### src/rtl/trng_pkg.sv
`timescale 1ns/1ps
package trng_pkg;
  localparam logic [7:0] OFF_VER  = 8'h00;
  localparam logic [7:0] OFF_CMD  = 8'h04;
  localparam logic [7:0] OFF_CTL  = 8'h08;
  localparam logic [7:0] OFF_STAT = 8'h0C;
  localparam logic [7:0] OFF_ERR  = 8'h10;
  localparam logic [7:0] OFF_DATA = 8'h14;

  localparam int CMD_TEST = 0;
  localparam int CMD_SEED = 1;
  localparam int CMD_CLRI = 4;
  localparam int CMD_CLRE = 5;

  localparam int CTL_AUTO  = 4;
  localparam int CTL_MDONE = 5;
  localparam int CTL_MERR  = 6;

  localparam int ST_TDONE = 4;
  localparam int ST_SDONE = 5;
  localparam int ST_LVL   = 8;
  localparam int ST_ERR   = 16;

  localparam logic [31:0] ERR_STAT_VAL = 32'h0000_0008;

  typedef enum logic [1:0] {OP_NONE, OP_TEST, OP_SEED} op_e;
endpackage

### src/rtl/trng_xorshift.sv
`timescale 1ns/1ps
module trng_xorshift #(
  parameter logic [31:0] INIT = 32'hACE1_2468
) (
  input  logic        clk,
  input  logic        rst,
  input  logic        adv,
  output logic [31:0] word
);
  logic [31:0] s, a, b, c;

  always_comb begin
    a = s ^ (s << 13);
    b = a ^ (a >> 17);
    c = b ^ (b << 5);
  end

  always_ff @(posedge clk) begin
    if (rst)      s <= INIT;
    else if (adv) s <= c;
  end

  assign word = s;
endmodule

### src/rtl/trng_fifo.sv
`timescale 1ns/1ps
module trng_fifo #(
  parameter int DW    = 32,
  parameter int DEPTH = 8,
  parameter int LVL_W = $clog2(DEPTH + 1)
) (
  input  logic             clk,
  input  logic             rst,
  input  logic             flush,
  input  logic             push,
  input  logic [DW-1:0]    din,
  input  logic             pop,
  output logic [DW-1:0]    dout,
  output logic [LVL_W-1:0] level
);
  localparam int AW = (DEPTH > 1) ? $clog2(DEPTH) : 1;

  logic [DW-1:0]    mem [DEPTH];
  logic [AW-1:0]    wp, rp;
  logic [LVL_W-1:0] cnt;
  logic             do_push, do_pop;

  assign do_push = push && (cnt != LVL_W'(DEPTH)) && !flush;
  assign do_pop  = pop && (cnt != '0) && !flush;

  function automatic logic [AW-1:0] inc(input logic [AW-1:0] p);
    return (p == AW'(DEPTH - 1)) ? '0 : p + 1'b1;
  endfunction

  always_ff @(posedge clk) begin
    if (do_push) mem[wp] <= din;
  end

  always_ff @(posedge clk) begin
    if (rst || flush) begin
      wp  <= '0;
      rp  <= '0;
      cnt <= '0;
    end else begin
      if (do_push) wp <= inc(wp);
      if (do_pop)  rp <= inc(rp);
      case ({do_push, do_pop})
        2'b10:   cnt <= cnt + 1'b1;
        2'b01:   cnt <= cnt - 1'b1;
        default: cnt <= cnt;
      endcase
    end
  end

  assign dout  = mem[rp];
  assign level = cnt;
endmodule

### src/rtl/trng_seq.sv
`timescale 1ns/1ps
module trng_seq
  import trng_pkg::*;
#(
  parameter int         TEST_CYC  = 64,
  parameter int         SEED_CYC  = 256,
  parameter logic [7:0] FAIL_MASK = 8'h01
) (
  input  logic clk,
  input  logic rst,
  input  logic start_test,
  input  logic start_seed,
  output logic busy,
  output logic fin,
  output op_e  fin_op,
  output logic fin_fail
);
  localparam int MAXC = (TEST_CYC > SEED_CYC) ? TEST_CYC : SEED_CYC;
  localparam int CW   = $clog2(MAXC + 1);

  op_e           op;
  logic [CW-1:0] cnt;
  logic [3:0]    attempt;
  logic          seed_bad;

  assign seed_bad = (attempt < 4'd8) && FAIL_MASK[attempt[2:0]];

  always_ff @(posedge clk) begin
    if (rst) begin
      busy     <= 1'b0;
      op       <= OP_NONE;
      cnt      <= '0;
      fin      <= 1'b0;
      fin_op   <= OP_NONE;
      fin_fail <= 1'b0;
      attempt  <= '0;
    end else begin
      fin <= 1'b0;
      if (!busy) begin
        if (start_test) begin
          busy <= 1'b1;
          op   <= OP_TEST;
          cnt  <= CW'(TEST_CYC - 1);
        end else if (start_seed) begin
          busy <= 1'b1;
          op   <= OP_SEED;
          cnt  <= CW'(SEED_CYC - 1);
        end
      end else if (cnt == '0) begin
        busy     <= 1'b0;
        fin      <= 1'b1;
        fin_op   <= op;
        fin_fail <= (op == OP_SEED) && seed_bad;
        if (op == OP_SEED && attempt != 4'd8) attempt <= attempt + 1'b1;
      end else begin
        cnt <= cnt - 1'b1;
      end
    end
  end
endmodule

### src/rtl/trng_ctl.sv
`timescale 1ns/1ps
module trng_ctl
  import trng_pkg::*;
#(
  parameter int         ADDR_W       = 5,
  parameter int         DEPTH        = 8,
  parameter int         TEST_CYC     = 64,
  parameter int         SEED_CYC     = 256,
  parameter int         RESEED_WORDS = 5 * (1 << 20),
  parameter logic [7:0] FAIL_MASK    = 8'h01,
  parameter logic [31:0] GEN_INIT    = 32'hACE1_2468,
  parameter logic [3:0] TYPE_CODE    = 4'h2,
  parameter logic [7:0] REV_MAJ      = 8'h01,
  parameter logic [7:0] REV_MIN      = 8'h00
) (
  input  logic              clk,
  input  logic              rst,
  input  logic              bus_wr,
  input  logic              bus_rd,
  input  logic [ADDR_W-1:0] bus_addr,
  input  logic [31:0]       bus_wdata,
  output logic [31:0]       bus_rdata,
  output logic              irq
);
  localparam int LVL_W = $clog2(DEPTH + 1);
  localparam int AC_W  = $clog2(RESEED_WORDS + 1);

  logic ctrl_auto, ctrl_mdone, ctrl_merr;
  logic st_done, sd_done, err_stat, seeded, auto_req;
  logic [AC_W-1:0] auto_cnt;
  logic cmd_wr, ctl_wr, data_rd;
  logic c_test, c_seed, c_clri, c_clre;
  logic busy, fin, fin_fail;
  op_e  fin_op;
  logic push, pop, flush;
  logic [31:0] gen_word, fifo_dout, rd_mux, stat_word;
  logic [LVL_W-1:0] fifo_level, level_rep;
  logic unused_wbits;

  assign unused_wbits = ^{bus_wdata[31:7], bus_wdata[3:2]};

  assign cmd_wr  = bus_wr && (bus_addr == ADDR_W'(OFF_CMD));
  assign ctl_wr  = bus_wr && (bus_addr == ADDR_W'(OFF_CTL));
  assign data_rd = bus_rd && (bus_addr == ADDR_W'(OFF_DATA));
  assign c_test  = cmd_wr && bus_wdata[CMD_TEST];
  assign c_seed  = cmd_wr && bus_wdata[CMD_SEED];
  assign c_clri  = cmd_wr && bus_wdata[CMD_CLRI];
  assign c_clre  = cmd_wr && bus_wdata[CMD_CLRE];

  trng_seq #(.TEST_CYC(TEST_CYC), .SEED_CYC(SEED_CYC), .FAIL_MASK(FAIL_MASK)) u_seq (
    .clk(clk), .rst(rst), .start_test(c_test), .start_seed(c_seed || auto_req),
    .busy(busy), .fin(fin), .fin_op(fin_op), .fin_fail(fin_fail));

  assign flush = fin && (fin_op == OP_SEED) && fin_fail;
  assign push  = seeded && !err_stat && !busy && !fin;
  assign pop   = data_rd && (fifo_level != '0);

  trng_xorshift #(.INIT(GEN_INIT)) u_gen (
    .clk(clk), .rst(rst), .adv(push && (fifo_level != LVL_W'(DEPTH))), .word(gen_word));

  trng_fifo #(.DW(32), .DEPTH(DEPTH), .LVL_W(LVL_W)) u_fifo (
    .clk(clk), .rst(rst), .flush(flush), .push(push), .din(gen_word),
    .pop(pop), .dout(fifo_dout), .level(fifo_level));

  assign level_rep = err_stat ? '0 : fifo_level;

  always_ff @(posedge clk) begin
    if (rst) begin
      ctrl_auto  <= 1'b0;
      ctrl_mdone <= 1'b1;
      ctrl_merr  <= 1'b1;
      st_done    <= 1'b0;
      sd_done    <= 1'b0;
      err_stat   <= 1'b0;
      seeded     <= 1'b0;
      auto_req   <= 1'b0;
      auto_cnt   <= '0;
    end else begin
      if (ctl_wr) begin
        ctrl_auto  <= bus_wdata[CTL_AUTO];
        ctrl_mdone <= bus_wdata[CTL_MDONE];
        ctrl_merr  <= bus_wdata[CTL_MERR];
      end
      if (c_clre) begin
        err_stat <= 1'b0;
        st_done  <= 1'b0;
        sd_done  <= 1'b0;
      end else if (c_clri && !err_stat) begin
        st_done <= 1'b0;
        sd_done <= 1'b0;
      end
      if (fin && fin_op == OP_TEST) st_done <= 1'b1;
      if (fin && fin_op == OP_SEED) begin
        sd_done <= 1'b1;
        if (fin_fail) begin
          err_stat <= 1'b1;
          seeded   <= 1'b0;
        end else begin
          seeded <= 1'b1;
        end
      end
      if (auto_req && !busy && !c_test) auto_req <= 1'b0;
      if (pop && ctrl_auto) begin
        if (auto_cnt == AC_W'(RESEED_WORDS - 1)) begin
          auto_cnt <= '0;
          auto_req <= 1'b1;
        end else begin
          auto_cnt <= auto_cnt + 1'b1;
        end
      end
    end
  end

  always_comb begin
    stat_word = '0;
    stat_word[ST_TDONE] = st_done;
    stat_word[ST_SDONE] = sd_done;
    stat_word[ST_LVL +: 4] = 4'(level_rep);
    stat_word[ST_ERR] = err_stat;
    case (bus_addr)
      ADDR_W'(OFF_VER):  rd_mux = {TYPE_CODE, 12'h000, REV_MAJ, REV_MIN};
      ADDR_W'(OFF_CTL):  rd_mux = {25'h0, ctrl_merr, ctrl_mdone, ctrl_auto, 4'h0};
      ADDR_W'(OFF_STAT): rd_mux = stat_word;
      ADDR_W'(OFF_ERR):  rd_mux = err_stat ? ERR_STAT_VAL : 32'h0;
      ADDR_W'(OFF_DATA): rd_mux = (fifo_level != '0) ? fifo_dout : 32'h0;
      default:           rd_mux = 32'h0;
    endcase
  end

  always_ff @(posedge clk) begin
    if (rst) begin
      bus_rdata <= '0;
      irq       <= 1'b0;
    end else begin
      bus_rdata <= bus_rd ? rd_mux : 32'h0;
      irq       <= ((st_done || sd_done) && !ctrl_mdone) || (err_stat && !ctrl_merr);
    end
  end
endmodule

### config.mk
export PLATFORM = sky130hd
export DESIGN_NAME = trng_ctl
export DESIGN_NICKNAME = d
export VERILOG_FILES = /design/src/rtl/trng_pkg.sv /design/src/rtl/trng_xorshift.sv /design/src/rtl/trng_fifo.sv /design/src/rtl/trng_seq.sv /design/src/rtl/trng_ctl.sv
export SDC_FILE = /design/constraint.sdc
export NUM_CORES = 1
export LEC_CHECK = 0
export ABC_AREA = 0
export ABC_CLOCK_PERIOD_IN_PS = 5200
export BUFFER_PORTS_ARGS = -buffer_cell sky130_fd_sc_hd__buf_4
export CAP_MARGIN = 20
export CORE_MARGIN = 5
export CORE_UTILIZATION = 55
export CTS_CLUSTER_SIZE = 16
export DETAILED_ROUTE_END_ITERATION = 10
export PLACE_DENSITY = 0.75
export SLEW_MARGIN = 5
export SYNTH_ARGS = -nofsm -noshare
export SYNTH_HDL_FRONTEND = slang
export SYNTH_SLANG_ARGS = --single-unit
### constraint.sdc
create_clock -name clk -period 5.2 [get_ports clk]
set_input_delay 0.52 -clock clk [delete_from_list [all_inputs] [get_ports clk]]
set_output_delay 0.52 -clock clk [all_outputs]
set_load 0.05 [all_outputs]
==> metrics.txt, run 1 <==
# TYPE chip_impl_metric gauge
chip_impl_metric{name="power.leakage",unit="nW"} 6.08
chip_impl_metric{name="row_count",unit=""} 61
chip_impl_metric{name="post_synthesis_adder_cell_area_fraction",unit=""} 0.00972
chip_impl_metric{name="timing.final.hold_violations",unit=""} 0
chip_impl_metric{name="gpl.final_weighted_congestion",unit=""} 0.804
chip_impl_metric{name="yosysSeqAreaShare",unit=""} 0.666
chip_impl_metric{name="final_tns_setup",unit="ns"} 0
chip_impl_metric{name="cts_post_setup_buffers_inserted",unit=""} 0
chip_impl_metric{name="boundaryPins",unit=""} 74
chip_impl_metric{name="post_cts.resized_instances",unit=""} 0
chip_impl_metric{name="netlist_area_before_placement",unit="mm^2"} 0.0154
chip_impl_metric{name="final_cell_count_no_fill",unit=""} 1497
chip_impl_metric{name="timing.final.crit_share",unit=""} 0.640
chip_impl_info{name="dominant_combinational_cell_family_by_area_after_synthesis",value="multiplexers"} 1
chip_impl_metric{name="die_w",unit="um"} 178
chip_impl_metric{name="fraction_of_the_mapped_netlist_area_in_simple_logic_gates",unit=""} 0.0895
chip_impl_metric{name="average_instance_area_after_synthesis",unit="um^2"} 15.0
chip_impl_info{name="worst_setup_path_start_kind",value="flop"} 1
chip_impl_metric{name="final_antenna_net_count",unit=""} 0
chip_impl_metric{name="mappedNetlistNets",unit=""} 1081
chip_impl_info{name="rsz0062_at_grt",value="no"} 1
chip_impl_metric{name="finClkSkew",unit="ns"} 0.00648
chip_impl_metric{name="wl",unit="mm"} 29.2
chip_impl_metric{name="clock.fmax",unit="MHz"} 300
chip_impl_metric{name="detailedPlace.worstSlack",unit="ns"} 1.92
chip_impl_metric{name="critPathRequiredTime",unit="ns"} 5.59
chip_impl_metric{name="insertion_delay",unit="ns"} 0.51
chip_impl_info{name="synthTopCellsByArea",value="sky130_fd_sc_hd__edfxtp_1 50%, sky130_fd_sc_hd__dfxtp_1 17%, sky130_fd_sc_hd__mux4_2 9.3%, sky130_fd_sc_hd__xnor2_1 3.1%, sky130_fd_sc_hd__mux2i_1 2.6%"} 1
chip_impl_metric{name="number_of_global_route_vias_before_repair",unit=""} 8605
chip_impl_metric{name="fraction_of_registers_with_async_set_reset",unit=""} 0
chip_impl_metric{name="timing.final.ws_setup",unit="ns"} 1.87
chip_impl_metric{name="post-layout-total-power",unit="mW"} 5.99
chip_impl_metric{name="vias",unit=""} 8480
chip_impl_metric{name="post-place-cells",unit=""} 1426
chip_impl_metric{name="fp.coreArea",unit="mm^2"} 0.0278
chip_impl_metric{name="effective_utilization_at_floorplan",unit=""} 0.556
chip_impl_metric{name="report.final.setup_viol",unit=""} 0
chip_impl_metric{name="grt_util_all_layers",unit=""} 0.190
chip_impl_metric{name="tritoncts.num_buffers",unit=""} 39
chip_impl_metric{name="port-buffer-count",unit=""} 46
chip_impl_metric{name="worst-path-max-fanout",unit=""} 37
chip_impl_info{name="cts.root.buffer_cell",value="sky130_fd_sc_hd__clkbuf_16"} 1
chip_impl_metric{name="antenna_found_initial",unit=""} 0
chip_impl_metric{name="die_area",unit="mm^2"} 0.0315
chip_impl_metric{name="finish.utilization",unit=""} 0.632
chip_impl_metric{name="max_cap_viol_count",unit=""} 0
chip_impl_metric{name="max-vdd-ir-drop",unit="mV"} 0.197
chip_impl_info{name="yosys_most_used_dff",value="sky130_fd_sc_hd__edfxtp_1"} 1
chip_impl_metric{name="xor_xnor_portion_of_the_synthesized_cell_area",unit=""} 0.0586
chip_impl_metric{name="overflow",unit=""} 0
chip_impl_metric{name="cts_sinks",unit=""} 386
chip_impl_metric{name="drt_iter0_markers",unit=""} 648
chip_impl_metric{name="dp.final_hpwl",unit="mm"} 17.3
chip_impl_info{name="timing.critical_path.to_type",value="flop"} 1
chip_impl_metric{name="antennaDiodeCount",unit=""} 0
chip_impl_metric{name="grt_first_pass_wirelength",unit="mm"} 46.8
chip_impl_metric{name="worst-slew-pin-transition",unit="ns"} 0.914
chip_impl_metric{name="finalMaxSlewViolations",unit=""} 0
chip_impl_info{name="status",value="complete, no violations"} 1
chip_impl_metric{name="worst_relative_slew_slack",unit=""} 0.391
chip_impl_metric{name="detail_route.first_pass.iterations",unit=""} 5
chip_impl_metric{name="worst-endpoint-arrival",unit="ns"} 3.71
chip_impl_info{name="worstHoldPathType",value="in2reg"} 1
chip_impl_metric{name="timing.final.crit_period",unit="ns"} 3.33
chip_impl_metric{name="flow.area_growth_from_synthesis",unit="%"} 13.7
chip_impl_info{name="yosys.area.top_type",value="sky130_fd_sc_hd__edfxtp_1"} 1
chip_impl_metric{name="muxShareOfSynthArea",unit=""} 0.120
chip_impl_metric{name="finish.net_count",unit=""} 1143
chip_impl_metric{name="largest_net_degree_at_the_start_of_global_routing",unit=""} 52
chip_impl_metric{name="mapped_cells",unit=""} 1028
chip_impl_metric{name="worst_setup_hold_path_clk_slew",unit="ns"} 0.06
chip_impl_metric{name="fraction_of_the_mapped_netlist_area_in_compound_gates",unit=""} 0.0384
chip_impl_metric{name="route.detailed.drc",unit=""} 0
chip_impl_metric{name="hold_buffers",unit=""} 0
chip_impl_metric{name="synth-warning-count",unit=""} 0
chip_impl_info{name="clock_tree_from_tritoncts",value="yes"} 1
chip_impl_metric{name="cts_htree_levels",unit=""} 2
chip_impl_metric{name="synth.top_cell.area_share",unit=""} 0.498
chip_impl_metric{name="drive_gt1_frac",unit=""} 0.207
chip_impl_metric{name="synth_cell_type_count",unit=""} 63
chip_impl_metric{name="synth-seq-cells",unit=""} 386
chip_impl_info{name="crit_type",value="reg2reg"} 1
chip_impl_metric{name="fp.dieH",unit="um"} 178
chip_impl_metric{name="synth_enable_flop_cells",unit=""} 256
chip_impl_metric{name="via_per_inst",unit=""} 5.66
chip_impl_metric{name="power_density",unit="mW/mm^2"} 341
chip_impl_metric{name="routed_wire_length_per_instance",unit="um"} 19.5
chip_impl_metric{name="maximum_buffer_depth_of_the_clock_tree",unit=""} 3
## cell usage after synthesis (all sizes together), types with 2 or more instances
master,number
a211oi,3
a21oi,37
a311oi,5
a31o,4
a31oi,5
and2,2
and3,7
and4,4
and4b,2
buf,20
clkbuf,27
dfxtp,130
edfxtp,256
ha,12
inv,15
mux2i,40
mux4,64
nand2,58
nand2b,6
nand3,20
nand3b,3
nand4,8
nand4b,2
nor2,109
nor2b,4
nor3,17
nor3b,5
nor4,6
nor4b,3
o211ai,3
o21ai,18
o21bai,2
o22a,3
o31a,2
o31ai,3
or2,2
or3,7
or4,3
or4b,3
xnor2,54
xor2,44
## logic make-up (layout without fill, tap and decap cells)
kind of cell,Yosys count,after routing
flip-flops,386,386
AND/OR/NAND/NOR,272,272
multiplexers,105,105
XOR/XNOR,100,100
AO/OA/AOI/OAI,91,91
buffers and inverters,62,153
adder cells (fa/ha/maj),12,12
## stage by stage
step / hold WS (ns) / cell area (um^2)
4_1_cts: 0.247 / 17500
3_5_place_dp: 0.489 / 16300
3_3_place_gp: 0.447 / 16300
6_report: 0.260 / 17600
5_1_grt: 0.257 / 17600
2_1_floorplan: 0.431 / 15500
## path summary, 6_finish.rpt
check	from	end	slack [ns]	cells past startpoint
setup / recovery	u_seq.busy	u_fifo.level[2]	1.87	12
hold / removal	bus_wdata[6]	ctrl_merr	0.26	3
setup reg to reg	u_seq.busy	u_fifo.level[2]	1.87	12
hold reg to reg	ctrl_mdone	ctrl_mdone	0.49	2
## cell type report
class,count,area (um^2)
Tap cell,378,473
Multi-Input combinational cell,580,4950
Sequential cell,386,10300
Inverter,15,56.3
Clock inverter,15,124
Clock buffer,55,1140
Fill cell,2059,10200
Timing Repair Buffer,68,528
## worst max-delay path, stage by stage (launching register included)
cell	delay, ns
sky130_fd_sc_hd__dfxtp_1	0.55
sky130_fd_sc_hd__or4b_1	0.59
sky130_fd_sc_hd__a21oi_2	0.12
sky130_fd_sc_hd__buf_4	0.29
sky130_fd_sc_hd__inv_2	0.34
sky130_fd_sc_hd__ha_1	0.38
sky130_fd_sc_hd__xor2_1	0.16
sky130_fd_sc_hd__ha_1	0.19
sky130_fd_sc_hd__a21oi_1	0.14
sky130_fd_sc_hd__xor2_1	0.18
sky130_fd_sc_hd__nor2_1	0.07
sky130_fd_sc_hd__xnor2_1	0.14
sky130_fd_sc_hd__nor2_1	0.06
## sequential cells by signal, indices dropped and copies added, names as in the netlist, 2 cells and up, named ones only
register and count:
u_fifo.mem 256, bus_rdata 32, u_gen.word 32, auto_cnt 23
u_seq.cnt 9, u_fifo.level 4, u_seq.attempt 4, u_fifo.rp 3
u_fifo.wp 3, u_seq.fin_op 2, u_seq.op 2
## layer usage
| metal | wire [um] | GRT usage | share of wire |
|---|---|---|---|
| met5 | 0 | 0 | 0 |
| met4 | 444 | 0.0477 | 0.015 |
| met3 | 1460 | 0.0311 | 0.050 |
| met2 | 14800 | 0.325 | 0.51 |
| met1 | 12500 | 0.258 | 0.43 |
## power by group
part	switching, mW	internal (mW)	total [mW]	leakage, nW
Sequential	0.00263	3.23	3.23	3.66
Clock	1.08	1.62	2.71	0.624
Combinational	0.0334	0.0171	0.0505	1.80
## cells in the final DEF, fill, tap and decap left out, drive strengths merged, types with 4 or more instances in the layout
master / n
nand2: 58
clkinv: 11
nand3: 20
a31o: 4
nor4: 6
ha: 12
inv: 16
buf: 67
nor2: 109
nor3b: 5
mux2i: 40
xnor2: 54
xor2: 44
clkbuf: 56
o21ai: 18
a21oi: 37
nand4: 8
nand2b: 6
and3: 7
nor2b: 4
mux4: 64
and4: 4
or3: 7
edfxtp: 256
nor3: 17
a311oi: 5
dfxtp: 130
a31oi: 5
Power figures use the tool's default switching activity.
==> run 2: changes to the inputs <==
--- a/config.mk
+++ b/config.mk
@@ -6,7 +6,7 @@
 export NUM_CORES = 1
 export LEC_CHECK = 0
 export ABC_AREA = 0
-export ABC_CLOCK_PERIOD_IN_PS = 5200
+export ABC_CLOCK_PERIOD_IN_PS = 2950
 export BUFFER_PORTS_ARGS = -buffer_cell sky130_fd_sc_hd__buf_4
 export CAP_MARGIN = 20
 export CORE_MARGIN = 5
==> constraint.sdc (replaced) <==
create_clock -name clk -period 2.95 [get_ports clk]
set_input_delay 0.295 -clock clk [delete_from_list [all_inputs] [get_ports clk]]
set_output_delay 0.295 -clock clk [all_outputs]
set_load 0.05 [all_outputs]
==> run 2 against run 1 <==
First-iteration DRC count down 2.6%. Largest power group unchanged. Worst hold slack lost 0.24 ns. Flip-flop and latch count is the same.
==> metrics.txt, run 2 (same netlist as run 1, synthesis figures left out) <==
# TYPE chip_impl_metric gauge
chip_impl_info{name="status",value="complete, no violations"} 1
chip_impl_info{name="busiest_layer",value="met2"} 1
chip_impl_metric{name="wl",unit="mm"} 30.2
chip_impl_metric{name="gpl.final_weighted_congestion",unit=""} 0.789
chip_impl_metric{name="grt_util_all_layers",unit=""} 0.196
chip_impl_metric{name="die_w",unit="um"} 178
chip_impl_metric{name="timing.final.crit_period",unit="ns"} 2.55
chip_impl_metric{name="hold_buffers",unit=""} 0
chip_impl_metric{name="worst_setup_hold_path_clk_slew",unit="ns"} 0.06
chip_impl_metric{name="critPathBufInv",unit=""} 0
chip_impl_metric{name="pwr-share-comb",unit=""} 0.009
chip_impl_metric{name="worst-path-max-fanout",unit=""} 5
chip_impl_metric{name="detailedPlace.worstSlack",unit="ns"} 0.445
chip_impl_metric{name="timing.final.crit_share",unit=""} 0.864
chip_impl_metric{name="report.final.setup_viol",unit=""} 0
chip_impl_info{name="layout_commonest_cell",value="sky130_fd_sc_hd__edfxtp_1"} 1
chip_impl_metric{name="fp.coreArea",unit="mm^2"} 0.0278
chip_impl_metric{name="final_antenna_net_count",unit=""} 0
chip_impl_metric{name="detail_route.first_pass.iterations",unit=""} 5
chip_impl_info{name="cts.root.buffer_cell",value="sky130_fd_sc_hd__clkbuf_16"} 1
chip_impl_metric{name="total_switching_power",unit="mW"} 2.06
chip_impl_metric{name="critPathRequiredTime",unit="ns"} 3.35
chip_impl_metric{name="finish.net_count",unit=""} 1152
chip_impl_metric{name="antennaDiodeCount",unit=""} 0
chip_impl_metric{name="power.internal",unit="mW"} 8.62
chip_impl_metric{name="dp.final_hpwl",unit="mm"} 18.1
chip_impl_info{name="rsz0062_at_grt",value="no"} 1
chip_impl_metric{name="post_cts.resized_instances",unit=""} 0
chip_impl_metric{name="row_count",unit=""} 61
chip_impl_metric{name="largest_reg_flops",unit=""} 256
chip_impl_metric{name="worstSetupPathDepth",unit=""} 11
chip_impl_metric{name="netSwitchingFraction",unit=""} 0.193
chip_impl_metric{name="maximum_buffer_depth_of_the_clock_tree",unit=""} 3
chip_impl_metric{name="cts_post_setup_buffers_inserted",unit=""} 0
chip_impl_metric{name="n_fill_cell",unit=""} 2019
chip_impl_metric{name="max_cap_viol_count",unit=""} 0
chip_impl_info{name="worstHoldPathType",value="in2reg"} 1
chip_impl_metric{name="timing.final.ws_setup",unit="ns"} 0.402
chip_impl_metric{name="port-buffer-count",unit=""} 46
chip_impl_info{name="timing.critical_path.to_type",value="flop"} 1
chip_impl_metric{name="use_met3",unit=""} 0.0322
chip_impl_metric{name="cts_htree_levels",unit=""} 2
chip_impl_metric{name="finalMaxSlewViolations",unit=""} 0
chip_impl_metric{name="hold_slack",unit="ns"} 0.0179
chip_impl_info{name="largest-register",value="u_fifo.mem"} 1
chip_impl_info{name="crit_slowest_cell",value="sky130_fd_sc_hd__or4_1"} 1
chip_impl_metric{name="post-layout-total-power",unit="mW"} 10.7
chip_impl_metric{name="die_area",unit="mm^2"} 0.0315
chip_impl_metric{name="flow.area_growth_from_synthesis",unit="%"} 15.0
chip_impl_metric{name="worst-slew-pin-transition",unit="ns"} 0.681
chip_impl_info{name="clock_tree_from_tritoncts",value="yes"} 1
chip_impl_metric{name="drt_iter0_markers",unit=""} 631
chip_impl_metric{name="effective_utilization_at_floorplan",unit=""} 0.556
chip_impl_metric{name="worst-endpoint-arrival",unit="ns"} 2.95
chip_impl_metric{name="grt.met1_usage",unit=""} 0.269
chip_impl_info{name="path_cells",value="or4_1 > nand4_1 > a21oi_1 > ha_1 > xor2_1 > ha_1 > a21oi_1 > xor2_1 > nor2_1 > xnor2_1 > nor2_1"} 1
chip_impl_metric{name="overflow",unit=""} 0
chip_impl_metric{name="timing.reg2reg.worst_path_depth",unit=""} 11
chip_impl_metric{name="max-vdd-ir-drop",unit="mV"} 0.392
chip_impl_metric{name="via_per_inst",unit=""} 5.73
chip_impl_metric{name="cts_sinks",unit=""} 386
chip_impl_metric{name="route.detailed.drc",unit=""} 0
chip_impl_metric{name="ff_latch_area",unit="mm^2"} 0.0103
chip_impl_metric{name="clock.fmax",unit="MHz"} 392
chip_impl_info{name="worst_setup_path_start_kind",value="flop"} 1
chip_impl_metric{name="grt_first_pass_wirelength",unit="mm"} 48.2
chip_impl_metric{name="drive_gt1_frac",unit=""} 0.222
chip_impl_metric{name="seqPwrFrac",unit=""} 0.533
chip_impl_metric{name="tritoncts.num_buffers",unit=""} 39
chip_impl_metric{name="area_of_the_multi_input_gates",unit="mm^2"} 0.00499
chip_impl_metric{name="power.leakage",unit="nW"} 6.15
chip_impl_info{name="final_cell_mix",value="256 x sky130_fd_sc_hd__edfxtp_1, 126 x sky130_fd_sc_hd__dfxtp_1, 89 x sky130_fd_sc_hd__nor2_1, 72 x sky130_fd_sc_hd__buf_4, 64 x sky130_fd_sc_hd__mux4_2"} 1
chip_impl_metric{name="number_of_global_route_vias_before_repair",unit=""} 8749
chip_impl_metric{name="fp.dieH",unit="um"} 178
chip_impl_info{name="crit_type",value="reg2reg"} 1
chip_impl_metric{name="routed_wire_length_per_instance",unit="um"} 20.0
chip_impl_metric{name="min_path_cells",unit=""} 3
chip_impl_info{name="largest_delay_contributor_family_on_the_critical_path",value="simple AND/OR/NAND/NOR gates"} 1
chip_impl_metric{name="p_clk_frac",unit=""} 0.458
chip_impl_metric{name="crit_path_max_incr_delay",unit="ns"} 0.61
chip_impl_metric{name="vias",unit=""} 8637
chip_impl_metric{name="finClkSkew",unit="ns"} 0.0164
chip_impl_metric{name="worst_relative_slew_slack",unit=""} 0.546
chip_impl_metric{name="gr-usage-met2",unit=""} 0.330
chip_impl_metric{name="largest_net_degree_at_the_start_of_global_routing",unit=""} 51
chip_impl_metric{name="insertion_delay",unit="ns"} 0.53
chip_impl_metric{name="boundaryPins",unit=""} 74
chip_impl_metric{name="timing.final.hold_violations",unit=""} 0
chip_impl_metric{name="power_density",unit="mW/mm^2"} 601
chip_impl_metric{name="antenna_found_initial",unit=""} 0
==> run 2: through the flow <==
stage	utilization	std cells	area, um^2	setup TNS (ns)
3_5_place_dp	0.592	1436	16500	0
6_report	0.640	1508	17800	0
4_1_cts	0.640	1508	17800	0
5_1_grt	0.640	1508	17800	0
2_1_floorplan	-	1028	15500	-27.31
3_3_place_gp	0.592	1436	16500	0
==> run 2: layout make-up <==
class,instances,share of cell area
Clock buffer,54,0.0662
Clock inverter,18,0.00767
Inverter,15,0.00317
Multi-Input combinational cell,580,0.281
Sequential cell,386,0.579
Tap cell,378,0.0266
Timing Repair Buffer,77,0.0360
==> run 2: tightest hold or removal path: cells and delay by family <==
family                 cells  cell delay (ns)
and+or+nand+nor            2             0.13
buffers and inverters      1             0.09
==> run 2: per-layer routing <==
metal,wire (um),share of wire
met2,15100,0.50
met3,1430,0.047
met5,0,0
met1,13000,0.43
met4,598,0.020
==> run 2: power groups by stage <==
stage          registers (mW)  clock network [mW]  logic [mW]
2_1_floorplan            5.82                   0      0.0562
5_1_grt                  5.70                5.23       0.103
4_1_cts                  5.70                4.98      0.0943
3_5_place_dp             5.82                   0      0.0938
3_3_place_gp             5.82                   0      0.0916
6_report                 5.70                4.89      0.0938
==> run 2: path summary, 6_finish.rpt <==
check,startpoint,endpoint,slack [ns]
setup / recovery,u_fifo.level[3],u_fifo.level[2],0.40
hold / removal,bus_wdata[6],ctrl_merr,0.02
setup reg to reg,u_fifo.level[3],u_fifo.level[2],0.40
hold reg to reg,ctrl_mdone,ctrl_mdone,0.49
==> run 3: changes to the inputs <==
--- a/config.mk
+++ b/config.mk
@@ -6,7 +6,7 @@
 export NUM_CORES = 1
 export LEC_CHECK = 0
 export ABC_AREA = 0
-export ABC_CLOCK_PERIOD_IN_PS = 2950
+export ABC_CLOCK_PERIOD_IN_PS = 2110
 export BUFFER_PORTS_ARGS = -buffer_cell sky130_fd_sc_hd__buf_4
 export CAP_MARGIN = 20
 export CORE_MARGIN = 5
==> constraint.sdc (replaced) <==
create_clock -name clk -period 2.11 [get_ports clk]
set_input_delay 0.211 -clock clk [delete_from_list [all_inputs] [get_ports clk]]
set_output_delay 0.211 -clock clk [all_outputs]
set_load 0.05 [all_outputs]
==> run 3 against run 2 <==
The run now ends with setup timing left. Clock power rose by 40%. Via count is 9.2% higher. Core utilization is 4.8 points higher. Flip-flop and latch count is the same. Worst hold slack is essentially flat. Maximum frequency up 12%. Clock-buffer cell count up 4. Global-route usage rose by 2.5 points. Critical path depth down 3. Design area up 7.5%. First-iteration DRC count up 51%. Sequential share of layout area fell by 4.0 points. Largest cell class unchanged. Largest power group unchanged.
==> metrics.txt, run 3 (same netlist as run 1, synthesis figures left out) <==
# TYPE chip_impl_metric gauge
chip_impl_metric{name="worst_setup_hold_path_clk_slew",unit="ns"} 0.06
chip_impl_metric{name="detail_route.first_pass.iterations",unit=""} 5
chip_impl_metric{name="largest_reg_flops",unit=""} 256
chip_impl_metric{name="clock.fmax",unit="MHz"} 439
chip_impl_metric{name="worst-endpoint-arrival",unit="ns"} 2.51
chip_impl_metric{name="antenna_found_initial",unit=""} 0
chip_impl_metric{name="final_cell_count_no_fill",unit=""} 1618
chip_impl_metric{name="gpl.final_weighted_congestion",unit=""} 0.821
chip_impl_info{name="maxUsedRoutingLayer",value="met4"} 1
chip_impl_metric{name="critPathRequiredTime",unit="ns"} 2.35
chip_impl_info{name="clock_tree_from_tritoncts",value="yes"} 1
chip_impl_metric{name="boundaryPins",unit=""} 74
chip_impl_metric{name="cts_htree_levels",unit=""} 2
chip_impl_info{name="status",value="complete, but fails checks"} 1
chip_impl_metric{name="power.leakage",unit="nW"} 6.83
chip_impl_metric{name="timing.final.crit_share",unit=""} 1.08
chip_impl_metric{name="finalMaxSlewViolations",unit=""} 0
chip_impl_metric{name="max-vdd-ir-drop",unit="mV"} 0.615
chip_impl_metric{name="route.detailed.drc",unit=""} 0
chip_impl_metric{name="final_antenna_net_count",unit=""} 0
chip_impl_metric{name="flow.area_growth_from_synthesis",unit="%"} 23.7
chip_impl_metric{name="antennaDiodeCount",unit=""} 0
chip_impl_info{name="worst_setup_path_start_kind",value="flop"} 1
chip_impl_metric{name="maximum_buffer_depth_of_the_clock_tree",unit=""} 3
chip_impl_metric{name="final_tns_setup",unit="ns"} -19.27
chip_impl_metric{name="die_w",unit="um"} 178
chip_impl_metric{name="post-place-cells",unit=""} 1508
chip_impl_metric{name="fp.dieH",unit="um"} 178
chip_impl_metric{name="dp.final_hpwl",unit="mm"} 20.8
chip_impl_metric{name="detailed_routed_wire_length_on_met3",unit="mm"} 3.09
chip_impl_metric{name="row_count",unit=""} 61
chip_impl_metric{name="worst-slew-pin-transition",unit="ns"} 0.633
chip_impl_metric{name="power_density",unit="mW/mm^2"} 784
chip_impl_metric{name="drt_iter0_markers",unit=""} 952
chip_impl_metric{name="number_of_global_route_vias_before_repair",unit=""} 9159
chip_impl_info{name="cts.root.buffer_cell",value="sky130_fd_sc_hd__clkbuf_16"} 1
chip_impl_metric{name="worst-path-max-fanout",unit=""} 8
chip_impl_metric{name="via_per_inst",unit=""} 5.83
chip_impl_metric{name="grt_util_all_layers",unit=""} 0.221
chip_impl_metric{name="ff2ff_setup_slack",unit="ns"} -0.17
chip_impl_metric{name="max_cap_viol_count",unit=""} 0
chip_impl_metric{name="port-buffer-count",unit=""} 46
chip_impl_info{name="worstHoldPathType",value="in2reg"} 1
chip_impl_metric{name="die_area",unit="mm^2"} 0.0315
chip_impl_info{name="layout_commonest_cell",value="sky130_fd_sc_hd__edfxtp_1"} 1
chip_impl_metric{name="timing.final.ws_setup",unit="ns"} -0.169
chip_impl_info{name="final_cell_mix",value="256 x sky130_fd_sc_hd__edfxtp_1, 133 x sky130_fd_sc_hd__buf_4, 125 x sky130_fd_sc_hd__dfxtp_1, 89 x sky130_fd_sc_hd__nor2_1, 64 x sky130_fd_sc_hd__mux4_2"} 1
chip_impl_info{name="rsz0062_at_grt",value="yes"} 1
chip_impl_metric{name="overflow",unit=""} 0
chip_impl_metric{name="wl",unit="mm"} 36.4
chip_impl_info{name="failed_checks",value="setup timing"} 1
chip_impl_metric{name="fp.coreArea",unit="mm^2"} 0.0278
chip_impl_metric{name="largest_net_degree_at_the_start_of_global_routing",unit=""} 51
chip_impl_info{name="largest-register",value="u_fifo.mem"} 1
chip_impl_metric{name="vias",unit=""} 9433
chip_impl_metric{name="insertion_delay",unit="ns"} 0.53
chip_impl_metric{name="m1WireLength",unit="mm"} 14.2
chip_impl_metric{name="finClkSkew",unit="ns"} 0.00982
chip_impl_info{name="timing.critical_path.to_type",value="flop"} 1
chip_impl_metric{name="cts_sinks",unit=""} 386
chip_impl_metric{name="grt_first_pass_wirelength",unit="mm"} 53.2
chip_impl_metric{name="routed_wire_length_per_instance",unit="um"} 22.5
chip_impl_metric{name="report.final.setup_viol",unit=""} 226
chip_impl_metric{name="drive_gt1_frac",unit=""} 0.287
chip_impl_metric{name="timing.final.crit_period",unit="ns"} 2.28
chip_impl_metric{name="tritoncts.num_buffers",unit=""} 39
chip_impl_metric{name="effective_utilization_at_floorplan",unit=""} 0.556
chip_impl_metric{name="timing.final.hold_violations",unit=""} 0
chip_impl_info{name="crit_type",value="reg2reg"} 1
chip_impl_metric{name="worst_relative_slew_slack",unit=""} 0.574
chip_impl_metric{name="finish.net_count",unit=""} 1262
chip_impl_metric{name="detailroute.wirelength.met2",unit="mm"} 18.0
-- run 3: changes by cell type in the layout (fill, tap and decap cells not counted), moves of 3 or more --
cell / change
sky130_fd_sc_hd__buf_6: +13
sky130_fd_sc_hd__a21oi_1: -3
sky130_fd_sc_hd__clkbuf_8: -3
sky130_fd_sc_hd__clkbuf_16: +8
sky130_fd_sc_hd__dlygate4sd3_1: +6
sky130_fd_sc_hd__ha_1: -3
sky130_fd_sc_hd__buf_12: +14
sky130_fd_sc_hd__clkbuf_1: +9
sky130_fd_sc_hd__clkinv_2: -4
sky130_fd_sc_hd__buf_8: +5
sky130_fd_sc_hd__a21oi_2: +3
sky130_fd_sc_hd__buf_4: +61
-- run 3: worst max-delay path: stages (launching register included) --
cell	delay [ns]
sky130_fd_sc_hd__dfxtp_2	0.32
sky130_fd_sc_hd__or4b_4	0.55
sky130_fd_sc_hd__a21oi_4	0.18
sky130_fd_sc_hd__inv_4	0.07
sky130_fd_sc_hd__buf_12	0.14
sky130_fd_sc_hd__buf_6	0.11
sky130_fd_sc_hd__nor4b_4	0.22
sky130_fd_sc_hd__buf_4	0.20
sky130_fd_sc_hd__clkbuf_16	0.18
-- run 3: final cells by class --
class	count	area, um^2
sequential	386	10300
fill	1828	8680
multi-input combinational	580	5050
timing repair buffer	187	1940
clock buffer	58	1120
tap	378	473
clock inverter	14	159
inverter	15	58.8
-- run 3: repair_timing --
item / in CTS / in global routing
cloned: 4 / 14
endpoints found under the hold margin: 4 / 0
endpoints found under the setup margin: 212 / 228
gates resized for setup: 30 / 33
buffers inserted: 7 / 11
hold buffers: 6 / 0
pin swaps: 8 / 12
-- run 3: where the power goes --
group          internal [mW]  switching, mW  leakage [nW]  total (mW)
registers               7.96        0.00511          3.66        7.97
clock network           4.06           2.81         0.622        6.87
logic                 0.0601         0.0898          2.54       0.150
-- run 3: metal layers --
metal,GRT usage,up-vias
met3,0.0392,76
met5,0,-
met1,0.309,4718
li1,-,4223
met2,0.365,416
met4,0.0554,0
-- run 3: worst paths after layout --
path / from / endpoint / depth (start not counted)
max: err_stat / u_fifo.mem[1][26] / 8
min: bus_wdata[0] / u_seq.op[0] / 3
max reg2reg: err_stat / u_fifo.mem[1][26] / 8
min reg2reg: ctrl_mdone / ctrl_mdone / 2
-- run 3: metrics by stage --
step / area (um^2) / hold slack, ns / power, mW / util / setup slack [ns]
6_report: 19100 / 0.0183 / 15.0 / 0.688 / -0.169
5_1_grt: 19100 / 0.00139 / 15.4 / 0.688 / -0.257
4_1_cts: 18700 / 0.00325 / 15.0 / 0.673 / -0.105
3_5_place_dp: 17100 / 0.474 / 8.28 / 0.616 / -0.210
3_3_place_gp: 17100 / 0.442 / 8.27 / 0.616 / -0.166
2_1_floorplan: 15600 / 0.359 / 8.21 / - / -0.873
